File: config.mk
export PLATFORM = sky130hd
export DESIGN_NAME = txq_byte_packer
export DESIGN_NICKNAME = d
export VERILOG_FILES = /design/src/rtl/txq_pkg.sv /design/src/rtl/txq_setup_regs.sv /design/src/rtl/txq_lane_planner.sv /design/src/rtl/txq_byte_shifter.sv /design/src/rtl/txq_byte_packer.sv
export SDC_FILE = /design/constraint.sdc
export NUM_CORES = 1
export LEC_CHECK = 0
export CAP_MARGIN = 30
export CORE_ASPECT_RATIO = 2
export CORE_MARGIN = 2
export CORE_UTILIZATION = 45
export DETAILED_ROUTE_END_ITERATION = 10
export HOLD_SLACK_MARGIN = 0.15
export PLACE_DENSITY = 0.84
export SETUP_SLACK_MARGIN = 0.2
export SYNTH_ARGS = -nofsm -noshare
export SYNTH_HDL_FRONTEND = slang
export SYNTH_SLANG_ARGS = --single-unit
File: constraint.sdc
create_clock -name clk -period 2.6 [get_ports clk]
set_clock_uncertainty 0.15 [all_clocks]
set_input_delay 0.78 -clock clk [delete_from_list [all_inputs] [get_ports clk]]
set_output_delay 0.78 -clock clk [all_outputs]
set_load 0.02 [all_outputs]
File: src/rtl/txq_pkg.sv
package txq_pkg;
    localparam int TXQ_DATA_W = 32;
    localparam int TXQ_BYTE_W = 8;
    localparam int TXQ_CNT_W  = 14;
    localparam int TXQ_SIZE_W = 16;

    typedef enum logic {
        ORD_LSB_FIRST = 1'b0,
        ORD_MSB_FIRST = 1'b1
    } byte_order_e;
endpackage

File: src/rtl/txq_setup_regs.sv
module txq_setup_regs
    import txq_pkg::*;
#(
    parameter int CNT_W  = TXQ_CNT_W,
    parameter int SIZE_W = TXQ_SIZE_W,
    parameter int IDX_W  = 2
) (
    input  logic              clk,
    input  logic              rst_n,
    input  logic              cfg_we,
    input  byte_order_e       cfg_order,
    input  logic [IDX_W-1:0]  cfg_soff,
    input  logic [IDX_W-1:0]  cfg_eoff,
    input  logic [CNT_W-1:0]  cfg_cnt,
    input  logic              size_we,
    input  logic [SIZE_W-1:0] size_val,
    input  logic              take,
    output byte_order_e       order_q,
    output logic [IDX_W-1:0]  soff_q,
    output logic [IDX_W-1:0]  eoff_q,
    output logic [CNT_W-1:0]  cnt_q,
    output logic [SIZE_W-1:0] size_q
);
    typedef struct packed {
        byte_order_e       order;
        logic [IDX_W-1:0]  soff;
        logic [IDX_W-1:0]  eoff;
        logic [CNT_W-1:0]  cnt;
        logic [SIZE_W-1:0] size;
    } regs_t;

    regs_t r_d, r_q;

    always_comb begin
        r_d = r_q;
        if (size_we) begin
            r_d.size = size_val;
        end
        if (take && (r_q.cnt != '0)) begin
            r_d.cnt  = r_q.cnt - CNT_W'(1);
            r_d.soff = '0;
        end
        if (cfg_we) begin
            r_d.order = cfg_order;
            r_d.soff  = cfg_soff;
            r_d.eoff  = cfg_eoff;
            r_d.cnt   = cfg_cnt;
        end
    end

    always_ff @(posedge clk or negedge rst_n) begin
        if (!rst_n) begin
            r_q <= '{order: ORD_LSB_FIRST, soff: '0, eoff: '0, cnt: '0, size: '0};
        end else begin
            r_q <= r_d;
        end
    end

    assign order_q = r_q.order;
    assign soff_q  = r_q.soff;
    assign eoff_q  = r_q.eoff;
    assign cnt_q   = r_q.cnt;
    assign size_q  = r_q.size;
endmodule

File: src/rtl/txq_lane_planner.sv
module txq_lane_planner
    import txq_pkg::*;
#(
    parameter int BYTE_W = TXQ_BYTE_W,
    parameter int LANES  = 4,
    parameter int IDX_W  = 2
) (
    input  logic [LANES*BYTE_W-1:0]        word,
    input  byte_order_e                    order,
    input  logic [IDX_W-1:0]               soff,
    input  logic [IDX_W-1:0]               eoff,
    input  logic                           cnt_zero,
    input  logic [IDX_W-1:0]               rem,
    output logic [LANES-1:0][BYTE_W-1:0]   lanes,
    output logic [IDX_W-1:0]               first_idx,
    output logic [IDX_W-1:0]               last_idx,
    output logic                           eop
);
    localparam logic [IDX_W-1:0] TOP_IDX = IDX_W'(LANES - 1);

    for (genvar i = 0; i < LANES; i++) begin : g_lane
        assign lanes[i] = (order == ORD_MSB_FIRST)
                        ? word[(LANES-1-i)*BYTE_W +: BYTE_W]
                        : word[i*BYTE_W +: BYTE_W];
    end

    always_comb begin
        first_idx = '0;
        last_idx  = TOP_IDX;
        eop       = 1'b0;
        if (!cnt_zero) begin
            first_idx = soff;
        end else begin
            eop = 1'b1;
            if (rem != '0) begin
                last_idx = rem - IDX_W'(1);
            end else begin
                last_idx = TOP_IDX - eoff;
            end
        end
    end
endmodule

File: src/rtl/txq_byte_shifter.sv
module txq_byte_shifter
    import txq_pkg::*;
#(
    parameter int BYTE_W = TXQ_BYTE_W,
    parameter int LANES  = 4,
    parameter int IDX_W  = 2
) (
    input  logic                         clk,
    input  logic                         rst_n,
    input  logic                         load_valid,
    output logic                         load_ready,
    input  logic [LANES-1:0][BYTE_W-1:0] lanes,
    input  logic [IDX_W-1:0]             first_idx,
    input  logic [IDX_W-1:0]             last_idx,
    input  logic                         eop,
    output logic                         out_valid,
    output logic [BYTE_W-1:0]            out_byte,
    output logic                         out_last,
    input  logic                         out_ready
);
    typedef struct packed {
        logic                         busy;
        logic [IDX_W-1:0]             pos;
        logic [IDX_W-1:0]             stop;
        logic                         eop;
        logic [LANES-1:0][BYTE_W-1:0] hold;
    } st_t;

    st_t s_d, s_q;

    always_comb begin
        s_d = s_q;
        if (!s_q.busy) begin
            if (load_valid) begin
                s_d.busy = 1'b1;
                s_d.pos  = first_idx;
                s_d.stop = last_idx;
                s_d.eop  = eop;
                s_d.hold = lanes;
            end
        end else if (out_ready) begin
            if (s_q.pos == s_q.stop) begin
                s_d.busy = 1'b0;
            end else begin
                s_d.pos = s_q.pos + IDX_W'(1);
            end
        end
    end

    always_ff @(posedge clk or negedge rst_n) begin
        if (!rst_n) begin
            s_q <= '0;
        end else begin
            s_q <= s_d;
        end
    end

    assign load_ready = !s_q.busy;
    assign out_valid  = s_q.busy;
    assign out_byte   = s_q.hold[s_q.pos];
    assign out_last   = s_q.busy && s_q.eop && (s_q.pos == s_q.stop);
endmodule

File: src/rtl/txq_byte_packer.sv
module txq_byte_packer
    import txq_pkg::*;
#(
    parameter int DATA_W = TXQ_DATA_W,
    parameter int BYTE_W = TXQ_BYTE_W,
    parameter int CNT_W  = TXQ_CNT_W,
    parameter int SIZE_W = TXQ_SIZE_W
) (
    input  logic              clk,
    input  logic              rst_n,
    input  logic              cfg_we,
    input  logic              cfg_msb_first,
    input  logic [1:0]        cfg_start_off,
    input  logic [1:0]        cfg_end_off,
    input  logic [CNT_W-1:0]  cfg_count,
    input  logic              size_we,
    input  logic [SIZE_W-1:0] size_val,
    input  logic              dat_valid,
    input  logic [DATA_W-1:0] dat_word,
    output logic              dat_ready,
    output logic              out_valid,
    output logic [BYTE_W-1:0] out_byte,
    output logic              out_last,
    input  logic              out_ready
);
    localparam int LANES = DATA_W / BYTE_W;
    localparam int IDX_W = $clog2(LANES);

    byte_order_e                  order_q;
    logic [IDX_W-1:0]             soff_q, eoff_q;
    logic [CNT_W-1:0]             cnt_q;
    logic [SIZE_W-1:0]            size_q;
    logic                         take;
    logic [LANES-1:0][BYTE_W-1:0] lanes;
    logic [IDX_W-1:0]             first_idx, last_idx;
    logic                         eop;

    assign take = dat_valid && dat_ready;

    txq_setup_regs #(.CNT_W(CNT_W), .SIZE_W(SIZE_W), .IDX_W(IDX_W)) u_regs (
        .clk       (clk),
        .rst_n     (rst_n),
        .cfg_we    (cfg_we),
        .cfg_order (byte_order_e'(cfg_msb_first)),
        .cfg_soff  (IDX_W'(cfg_start_off)),
        .cfg_eoff  (IDX_W'(cfg_end_off)),
        .cfg_cnt   (cfg_count),
        .size_we   (size_we),
        .size_val  (size_val),
        .take      (take),
        .order_q   (order_q),
        .soff_q    (soff_q),
        .eoff_q    (eoff_q),
        .cnt_q     (cnt_q),
        .size_q    (size_q)
    );

    txq_lane_planner #(.BYTE_W(BYTE_W), .LANES(LANES), .IDX_W(IDX_W)) u_plan (
        .word      (dat_word),
        .order     (order_q),
        .soff      (soff_q),
        .eoff      (eoff_q),
        .cnt_zero  (cnt_q == '0),
        .rem       (size_q[IDX_W-1:0]),
        .lanes     (lanes),
        .first_idx (first_idx),
        .last_idx  (last_idx),
        .eop       (eop)
    );

    txq_byte_shifter #(.BYTE_W(BYTE_W), .LANES(LANES), .IDX_W(IDX_W)) u_shift (
        .clk        (clk),
        .rst_n      (rst_n),
        .load_valid (dat_valid),
        .load_ready (dat_ready),
        .lanes      (lanes),
        .first_idx  (first_idx),
        .last_idx   (last_idx),
        .eop        (eop),
        .out_valid  (out_valid),
        .out_byte   (out_byte),
        .out_last   (out_last),
        .out_ready  (out_ready)
    );
endmodule

==> summary.md, run 1 <==
| Metric | Value |
|---|---|
| Status | `completed` |
| Yosys top cell area share | `0.474` |
| Min cycle time layout | `2.48 ns` |
| I/O pin cnt | `84` |
| Metal-1 WL | `2.77 mm` |
| Fin crit share | `0.955` |
| CP Capture Type | `primary output` |
| Clock root cell | `clkbuf_16` |
| Setup CP Type | `reg2out` |
| Core Util, Final | `0.678` |
| Iteration-0 DRC count of the detailed router | `157` |
| Post-Synthesis Cells | `304` |
| Buffers on Ports | `69` |
| Setup WS pre-CTS | `-0.259 ns` |
| # setup viols final | `0` |
| WL/cell | `15.6 um` |
| Most used DFF post-synth | `dfrtp_1` |
| Net Sw Frac | `0.319` |
| Worst vdd ir | `0.657 mV` |
| Max-cap viol count | `0` |
| Final #Nets | `473` |
| Post-Route WL | `7.67 mm` |
| Initial antenna violation count | `0` |
| Synth area leader | `dfrtp_1` |
| # fillers | `501` |
| Synth area leaders | `dfrtp_1 47%, mux2i_1 10%, o21ai_0 6.9%` |
| Number of distinct library cells after synthesis | `41` |
| # hold bufs at CTS | `0` |
| Htree depth | `3` |
| Max-slew headroom | `0.409` |
| Gpl congestion | `0.891` |
| Yosys synthesis warning count | `0` |
| Data required time of the worst path | `1.67 ns` |
| Worst min path class | `in2async` |
| Initial DRT Pass Iterations | `4` |
| Worst-skew pair later-pin latency | `0.33 ns` |
| DR vias/cell | `5.46` |
| # clock sinks | `59` |
| Net Count, Synth | `379` |
| Die Span Y | `122 um` |
| DR WL met3 | `297 um` |
| Final hold violation count | `0` |
| Register area share after synthesis | `0.474` |
| Die Area | `7640 sq um` |
| Largest net degree at the start of global routing | `50` |
| Remaining DRCs | `0` |
| CTS Buffer Depth | `2` |
| Vias in the first global route | `2826` |
| Comb pwr share | `0.381` |
| Row count | `42` |
| Global-route wire length before repair | `12.9 mm` |
| Ys async rst share | `1.00` |
| Power per standard cell area | `1000 nW/um^2` |
| Tot Pwr | `4.54 mW` |
| Switch Pwr | `1.45 mW` |
| Total track usage | `0.220` |
| Routed wl met2 | `4.26 mm` |
| CTS tree | `yes` |
| Seq pwr share | `0.321` |
| Worst Tran Pin Value | `0.887 ns` |
| Number of CTS-inserted buffers | `9` |
| Final slew viol count | `0` |
| Total grt overflow | `0` |
| Via count | `2682` |
| Critical path fanouts, max | `3` |
| Final worst setup slack | `0.117 ns` |
| Internal Power | `3.09 mW` |
| Core area | `6670 sq um` |
| Ant diodes | `0` |
| Ratio of cells with drive above 1 in the final layout | `0.231` |
| Syn avg cell area | `10.2 sq um` |
| Peak Freq | `403 MHz` |
| Post-DRT Antenna Nets | `0` |
| Clock group share of total power | `0.298` |
| Synth-to-Final Area Change | `45.4%` |
| Die width | `62.8 um` |
| Startpoint types | `flop` |
| Setup repair after global routing missed its margin | `yes` |
| Pleak | `1.97 nW` |
| Post-Syn Area | `3110 sq um` |
| Flop and latch count out of synthesis | `59` |
| CP Data Arrival Time | `1.55 ns` |
| Post-synth EDFFs | `0` |
| Top routing layer in use | `met4` |
| Post-DP HPWL | `5.65 mm` |
| Reg clk slew, reported paths | `0.06 ns` |
| Initial core utilization | `0.467` |
==> final timing paths <==
path	slack (ns)	cells after the start	end	startpoint
setup / recovery	0.12	5	out_last	u_shift.s_q[36]
min in group clk	0.33	2	u_shift.s_q[14]	u_shift.s_q[14]
max in group asynchronous	1.38	2	u_regs.order_q	rst_n
setup reg to reg	0.32	6	u_regs.cnt_q[6]	u_regs.cnt_q[1]
hold / removal	0.30	1	u_regs.cnt_q[8]	rst_n
hold reg to reg	0.33	2	u_shift.s_q[14]	u_shift.s_q[14]
==> cells in the final DEF (no fill, tap or decap), types with 4 or more instances in the layout <==
cell type / netlist / layout
or4_1: 7 / 7
buf_4: 0 / 27
dfrtp_1: 59 / 56
nor2_1: 16 / 16
mux2_2: 4 / 4
mux2i_1: 32 / 32
o31ai_1: 4 / 4
clkbuf_16: 0 / 9
buf_6: 0 / 11
nand2_1: 49 / 48
or3_1: 5 / 5
a21oi_1: 6 / 6
o21ai_0: 43 / 43
a31oi_1: 10 / 10
clkdlybuf4s50_1: 0 / 57
inv_1: 5 / 4
mux4_2: 8 / 8
==> synthesized netlist by cell type (2+ instances only) <==
library cell and instances:
inv_1 5, o21ai_0 43, a21oi_1 6, dfrtp_1 59, mux4_2 8, or3_2 2
a31oi_1 10, mux2_2 4, nor3_1 4, ha_1 2, nor4_1 2, or4_1 7
buf_1 3, nor2_1 16, or3_1 5, o31ai_1 4, nand2_1 49, or4_4 2
xor2_1 2, clkbuf_1 14, nand3_1 2, or4_2 2, mux2i_1 32, nand2b_1 2
o21a_1 3
==> registers in the layout (all words and copies together), names as in the netlist <==
| register | count |
|---|---|
| u_regs.size_q | 2 |
| u_regs.soff_q | 2 |
| u_shift.s_q | 37 |
| u_regs.order_q | 1 |
| u_regs.cnt_q | 14 |
| u_shift.out_valid | 1 |
| u_regs.eoff_q | 2 |
==> logic make-up (layout without fill, tap and decap cells) <==
group	count (synthesis)	count (layout)	synth area share
and+or+nand+nor	100	100	0.164
AOI/OAI and AO/OA	74	74	0.144
buffers and inverters	22	121	0.0265
xor gates and xnor gates	3	3	0.00844
muxes	44	44	0.175
adders and majority gates	2	2	0.00803
DFF	59	59	0.474
==> area by class of cell <==
cell class / instances / area [sq um] / area share
Multi-Input combinational cell: 223 / 1610 / 0.356
Clock buffer: 9 / 225 / 0.0497
Tap cell: 88 / 110 / 0.0243
Clock inverter: 7 / 116 / 0.0257
Timing Repair Buffer: 100 / 963 / 0.213
Sequential cell: 59 / 1480 / 0.327
Inverter: 5 / 18.8 / 0.00414
==> worst max-delay path: stages, from the launching register on <==
cell     delay, ns
dfrtp_2       0.43
buf_6         0.13
xor2_1        0.17
nor3_2        0.22
and2_4        0.18
buf_6         0.11
==> metal layers <==
metal / global-route usage / up-vias
li1: - / 1310
met1: 0.215 / 1277
met2: 0.405 / 69
met3: 0.0499 / 26
met4: 0.146 / 0
met5: 0 / -
==> per-stage QoR <==
stage / setup TNS [ns] / hold slack [ns] / std cells / cell area (sq um)
6_report: 0 / 0.300 / 491 / 4530
5_1_grt: 0 / 0.341 / 491 / 4530
4_1_cts: 0 / 0.317 / 488 / 4450
3_5_place_dp: -1.46 / 0.319 / 466 / 4040
3_3_place_gp: -0.834 / 0.302 / 466 / 4040
2_1_floorplan: 0 / 0.288 / 304 / 3110
==> timing repair <==
action | 4_1_cts | 5_1_grt
pin swaps | 2 | 2
setup buffers | 6 | 3
endpoints found under the setup margin | 15 | 17
gates cloned | 0 | 0
gates resized for setup | 53 | 14
==> power groups by stage <==
stage               Combinational, mW  Sequential, mW  Clock (mW)
floorplan                       0.931            1.37           0
global placement                 1.50            1.43           0
detailed placement               1.54            1.46           0
CTS                              1.64            1.45        1.36
global route                     1.88            1.49        1.41
finish                           1.73            1.46        1.35
(Power assumes the default switching activity.)
==> run 2, diff against run 1 <==
Settings changed: PLACE_DENSITY 0.84 to 0.76.
==> run 2 against run 1 <==
Against the previous run:
- wire length fell by 0.46%
- critical endpoint is now out_byte[7]
- die area did not move
- largest power group unchanged
- count of clock-buffer cells in the layout rose by 4
- via count did not move
- critical path depth fell by 1
- sequential cell count did not move
- first-iteration DRC count rose by 3.2%
- register-to-register slack got worse by 0.03 ns
- core utilization fell by 0.62 points
- non-clock buffer count fell by 2
- sequential power barely moved
==> summary.md, run 2 (synthesized netlist as in run 1, its figures left out) <==
| Metric | Value |
|---|---|
| Status | `completed (unchanged)` |
| Buf/Inv on CP | `3 (was 2)` |
| Worst-skew pair later-pin latency | `0.32 ns (was 0.33 ns)` |
| Number of CTS-inserted buffers | `9 (unchanged)` |
| Htree depth | `3 (unchanged)` |
| Worst Hold Slack | `0.300 ns (about the same)` |
| Die Area | `7640 sq um (unchanged)` |
| Post-Route WL | `7.63 mm (was 7.67 mm)` |
| Setup CP Type | `reg2out (unchanged)` |
| Iteration-0 DRC count of the detailed router | `162 (was 157)` |
| Remaining DRCs | `0 (unchanged)` |
| I/O pin cnt | `84 (unchanged)` |
| Worst path cell trace | `buf_12 > buf_16 > mux4_2 > buf_6 (was buf_6 > xor2_1 > nor3_2 > and2_4 > buf_6)` |
| Via count | `2682 (unchanged)` |
| Ratio of cells with drive above 1 in the final layout | `0.223 (was 0.231)` |
| Max-cap viol count | `0 (unchanged)` |
| Peak Freq | `394 MHz (was 403 MHz)` |
| WL/cell | `15.6 um (about the same)` |
| Commonest non-fill, non-tap cell in the layout | `clkdlybuf4s50_1 (unchanged)` |
| Data required time of the worst path | `1.67 ns (about the same)` |
| Total grt overflow | `0 (unchanged)` |
| Total track usage | `0.218 (was 0.220)` |
| Register with the highest flop count | `u_shift.s_q (unchanged)` |
| Multi-input gate area | `1590 sq um (was 1610 sq um)` |
| Reg2reg setup slack | `0.29 ns (was 0.32 ns)` |
| Startpoint types | `flop (unchanged)` |
| Vias in the first global route | `2787 (was 2826)` |
| Critical R2R Launch | `u_regs.cnt_q[0] (was u_regs.cnt_q[1])` |
| CP top delay family | `multiplexers (was flip-flops)` |
| Worst R2R Path Depth | `6 (unchanged)` |
| Final slew viol count | `0 (unchanged)` |
| Core area | `6670 sq um (unchanged)` |
| Fin crit share | `0.976 (was 0.955)` |
| Pleak | `1.93 nW (was 1.97 nW)` |
| Min cycle time layout | `2.54 ns (was 2.48 ns)` |
| Power per standard cell area | `970 nW/um^2 (was 1000 nW/um^2)` |
| # setup viols final | `0 (unchanged)` |
| Die Span Y | `122 um (unchanged)` |
| Worst vdd ir | `0.620 mV (was 0.657 mV)` |
| # placed instances | `465 (was 466)` |
| Critical path fanouts, max | `4 (was 3)` |
| Peak per-stage delay on the critical path | `0.50 ns (was 0.43 ns)` |
| CTS tree | `yes (unchanged)` |
| Worst min path class | `in2async (unchanged)` |
| Post-DRT Antenna Nets | `0 (unchanged)` |
| Gpl congestion | `0.926 (was 0.891)` |
| CTS Buffer Depth | `2 (unchanged)` |
| Worst Tran Pin Value | `0.886 ns (was 0.887 ns)` |
| Synth-to-Final Area Change | `44.1% (was 45.4%)` |
| CP Capture Type | `primary output (unchanged)` |
| Clock root cell | `clkbuf_16 (unchanged)` |
| Slowest CP cell | `mux4_2 (was dfrtp_2)` |
| Buffers on Ports | `69 (unchanged)` |
| Post-DP HPWL | `5.58 mm (was 5.65 mm)` |
| # clock sinks | `59 (unchanged)` |
| Max-slew headroom | `0.409 (about the same)` |
| Initial DRT Pass Iterations | `4 (unchanged)` |
| Row count | `42 (unchanged)` |
| Die width | `62.8 um (unchanged)` |
| Register area | `1480 sq um (about the same)` |
| Largest register FFs | `37 (unchanged)` |
| Reg clk slew, reported paths | `0.05 ns (was 0.06 ns)` |
| CP Data Arrival Time | `1.61 ns (was 1.55 ns)` |
| Tot Pwr | `4.35 mW (was 4.54 mW)` |
| Ant diodes | `0 (unchanged)` |
| Final #Nets | `471 (was 473)` |
| Final hold violation count | `0 (unchanged)` |
| Final cell count without fillers | `488 (was 491)` |
| # fillers | `528 (was 501)` |
| Initial antenna violation count | `0 (unchanged)` |
| R2r endpoint | `u_regs.cnt_q[6] (unchanged)` |
| Core Util, Final | `0.672 (was 0.678)` |
| Initial core utilization | `0.467 (unchanged)` |
| DR vias/cell | `5.50 (was 5.46)` |
| # hold bufs at CTS | `0 (unchanged)` |
| Global-route wire length before repair | `12.8 mm (was 12.9 mm)` |
| Commonest non-fill, non-tap cells in the layout | `57 x clkdlybuf4s50_1, 54 x dfrtp_1, 48 x nand2_1 (was 57 x clkdlybuf4s50_1, 56 x dfrtp_1, 48 x nand2_1)` |
| Setup repair after global routing missed its margin | `yes (unchanged)` |
| Largest net degree at the start of global routing | `60 (was 50)` |
-- run 2: cell count changes in the layout (fill, tap and decap cells not counted), sizes merged --
cell | previous run | this run
dlygate4sd2 | 1 | 0
clkinvlp | 1 | 0
buf | 41 | 39
clkinv | 3 | 1
bufinv | 3 | 1
clkbuf | 9 | 13
dlymetal6s2s | 1 | 2
-- run 2: worst max path at each step --
stage / start / cells past startpoint / slack, ns / endpoint
after detailed placement: dat_valid / 6 / -0.29 / u_regs.cnt_q[13]
after floorplan: u_shift.s_q[35] / 2 / 0.22 / out_byte[0]
after CTS: u_shift.s_q[35] / 4 / 0.05 / out_byte[7]
after global placement: dat_valid / 6 / -0.18 / u_regs.cnt_q[13]
final: u_shift.s_q[35] / 4 / 0.06 / out_byte[7]
after global routing: u_shift.s_q[35] / 4 / 0.03 / out_byte[7]
-- run 2: metrics by stage --
step	setup TNS (ns)	setup slack, ns	cell area, sq um
6_report	0	0.0619	4490
5_1_grt	0	0.0269	4490
4_1_cts	0	0.0544	4440
3_5_place_dp	-1.15	-0.291	4050
3_3_place_gp	-0.751	-0.183	4050
2_1_floorplan	0	0.216	3110
-- run 2: power breakdown --
| group | leakage, nW | internal (mW) | switching (mW) |
|---|---|---|---|
| combinational | 1.09 | 0.947 | 0.795 |
| clock | 0.146 | 0.785 | 0.382 |
| sequential | 0.700 | 1.23 | 0.216 |
-- run 2: area by class of cell --
cell class	count	share of cell area
Multi-Input combinational cell	223	0.354
Sequential cell	59	0.330
Timing Repair Buffer	98	0.221
Clock buffer	13	0.0580
Tap cell	88	0.0245
Clock inverter	2	0.00781
Inverter	5	0.00418
-- run 2: what timing repair did --
| action | CTS | global route |
|---|---|---|
| endpoints found under the setup margin | 12 | 21 |
| gates cloned | 1 | 0 |
| pin swaps | 3 | 6 |
| buffers inserted | 4 | 3 |
| resized for setup | 57 | 13 |
-- run 2: layer usage --
layer  routed length [um]  share of wire  GRT usage
met5                    0              0          0
met4                  201          0.026      0.115
met3                  292          0.038     0.0480
met2                 4240           0.56      0.397
met1                 2900           0.38      0.233
==> run 3, diff against run 2 <==
Settings changed: CORE_UTILIZATION 45 to 49, PLACE_DENSITY 0.76 to 0.82, RECOVER_POWER from default to 50.
==> run 3 against run 2 <==
Against the previous run:
- sequential power is essentially flat
- power grew 1.6%
- non-clock buffer count shrank 1
- cell area shrank 0.92%
- core utilization grew 4.4 points
- die area shrank 7.8%
- highest routed layer unchanged
- sequential cell count is the same
==> summary.md, run 3 (synthesized netlist as in run 1, its figures left out) <==
| Metric | Value |
|---|---|
| Status | `completed (unchanged)` |
| Initial DRT Pass Iterations | `4 (unchanged)` |
| CTS Buffer Depth | `2 (unchanged)` |
| Die width | `60.4 um (was 62.8 um)` |
| Number of CTS-inserted buffers | `9 (unchanged)` |
| Synth-to-Final Area Change | `42.7% (was 44.1%)` |
| Core area | `6210 sq um (was 6670 sq um)` |
| I/O pin cnt | `84 (unchanged)` |
| Worst vdd ir | `0.713 mV (was 0.620 mV)` |
| # setup viols final | `0 (unchanged)` |
| Setup CP Type | `reg2out (unchanged)` |
| Initial core utilization | `0.502 (was 0.467)` |
| Final #Nets | `470 (was 471)` |
| Peak Freq | `402 MHz (was 394 MHz)` |
| Vias in the first global route | `2821 (was 2787)` |
| Htree depth | `3 (unchanged)` |
| Post-Route WL | `8.08 mm (was 7.63 mm)` |
| Commonest non-fill, non-tap cells in the layout | `57 x clkdlybuf4s50_1, 55 x dfrtp_1, 48 x nand2_1 (was 57 x clkdlybuf4s50_1, 54 x dfrtp_1, 48 x nand2_1)` |
| Pleak | `1.91 nW (was 1.93 nW)` |
| DR vias/cell | `5.64 (was 5.50)` |
| Reg2reg setup slack | `0.27 ns (was 0.29 ns)` |
| Ratio of cells with drive above 1 in the final layout | `0.215 (was 0.223)` |
| # clock sinks | `59 (unchanged)` |
| Iteration-0 DRC count of the detailed router | `201 (was 162)` |
| Post-DRT Antenna Nets | `0 (unchanged)` |
| Hold path cells | `2` |
| Worst-skew pair later-pin latency | `0.33 ns (was 0.32 ns)` |
| Power per standard cell area | `994 nW/um^2 (was 970 nW/um^2)` |
| Data required time of the worst path | `1.67 ns (about the same)` |
| Setup repair after global routing missed its margin | `yes (unchanged)` |
| Worst-case hold path end point | `u_shift.s_q[32]` |
| Total track usage | `0.246 (was 0.218)` |
| Clock root cell | `clkbuf_16 (unchanged)` |
| Global-route wire length before repair | `12.8 mm (about the same)` |
| Remaining DRCs | `0 (unchanged)` |
| Post-DP HPWL | `5.43 mm (was 5.58 mm)` |
| Critical path fanouts, max | `5 (was 4)` |
| Via count | `2740 (was 2682)` |
| Total grt overflow | `0 (unchanged)` |
| Final slew viol count | `0 (unchanged)` |
| CP Capture Type | `primary output (unchanged)` |
| Final worst setup slack | `0.110 ns (was 0.0619 ns)` |
| WL/cell | `16.6 um (was 15.6 um)` |
| Ant diodes | `0 (unchanged)` |
| Min-delay src | `u_shift.s_q[32]` |
| CTS tree | `yes (unchanged)` |
| CP Data Arrival Time | `1.56 ns (was 1.61 ns)` |
| Largest net degree at the start of global routing | `60 (unchanged)` |
| Largest register FFs | `37 (unchanged)` |
| Startpoint types | `flop (unchanged)` |
| Worst min path class | `reg2reg (was in2async)` |
| Commonest non-fill, non-tap cell in the layout | `clkdlybuf4s50_1 (unchanged)` |
| R2r endpoint | `u_regs.cnt_q[6] (unchanged)` |
| Setup WS pre-CTS | `-0.304 ns (was -0.291 ns)` |
| Register with the highest flop count | `u_shift.s_q (unchanged)` |
| Worst R2R Path Depth | `6 (unchanged)` |
| Max-slew headroom | `0.0222 (was 0.409)` |
| Tot Pwr | `4.42 mW (was 4.35 mW)` |
| Die Span Y | `117 um (was 122 um)` |
| Worst Tran Pin Value | `1.47 ns (was 0.886 ns)` |
| Row count | `41 (was 42)` |
| Min cycle time layout | `2.49 ns (was 2.54 ns)` |
| Setup crit start | `u_shift.s_q[35] (unchanged)` |
| Initial antenna violation count | `0 (unchanged)` |
| Fin crit share | `0.958 (was 0.976)` |
| Gpl congestion | `0.800 (was 0.926)` |
| Critical R2R Launch | `u_regs.cnt_q[0] (unchanged)` |
| Buffers on Ports | `69 (unchanged)` |
| Final hold violation count | `0 (unchanged)` |
| Die Area | `7050 sq um (was 7640 sq um)` |
| Reg clk slew, reported paths | `0.05 ns (about the same)` |
| Max-cap viol count | `0 (unchanged)` |
[run 3: area by class of cell]
cell class                      count  area, sq um
Timing Repair Buffer               97          922
Multi-Input combinational cell    223         1590
Inverter                            5         18.8
Tap cell                           86          108
Sequential cell                    59         1480
Clock inverter                      4         72.6
Fill cell                         424         1760
Clock buffer                       12          256
[run 3: where the power goes]
part / internal, mW / switching, mW
clock: 0.888 / 0.407
sequential: 1.23 / 0.216
combinational: 0.875 / 0.807
total: 2.99 / 1.43
[run 3: how the worst max path moves through the flow]
stage | slack, ns | to | cells past startpoint
floorplan | 0.22 | out_byte[0] | 2
global placement | -0.25 | u_regs.cnt_q[5] | 5
detailed placement | -0.30 | u_regs.cnt_q[5] | 5
CTS | 0.1 | out_byte[1] | 3
global route | 0.07 | out_last | 4
finish | 0.11 | out_byte[1] | 3
[run 3: worst max-delay path, stage by stage (launching register included)]
cell     delay [ns]
dfrtp_2        0.42
buf_12         0.13
mux4_2         0.52
buf_6          0.15
[run 3: metal layers]
metal  wire, um  vias to the layer above  track usage
met1       3120                     1310        0.285
met5          0                        -            0
li1           -                     1304            -
met3        472                       20       0.0642
met4        206                        0        0.107
met2       4280                      106        0.417
[run 3: what timing repair did]
action	in CTS	in global routing
setup endpoints to repair	16	11
hold buffers	0	0
resized for setup	64	4
buffers inserted	3	0
pin swaps	2	2
[run 3: stage by stage]
step                hold WS [ns]  area, sq um  TNS [ns]  utilization  cells
detailed placement         0.304         4070     -1.32        0.656    467
global placement           0.299         4070     -1.06        0.656    467
finish                     0.320         4450         0        0.716    486
floorplan                  0.288         3110         0            -    304
CTS                        0.316         4460         0        0.719    486
global route               0.349         4450         0        0.716    486
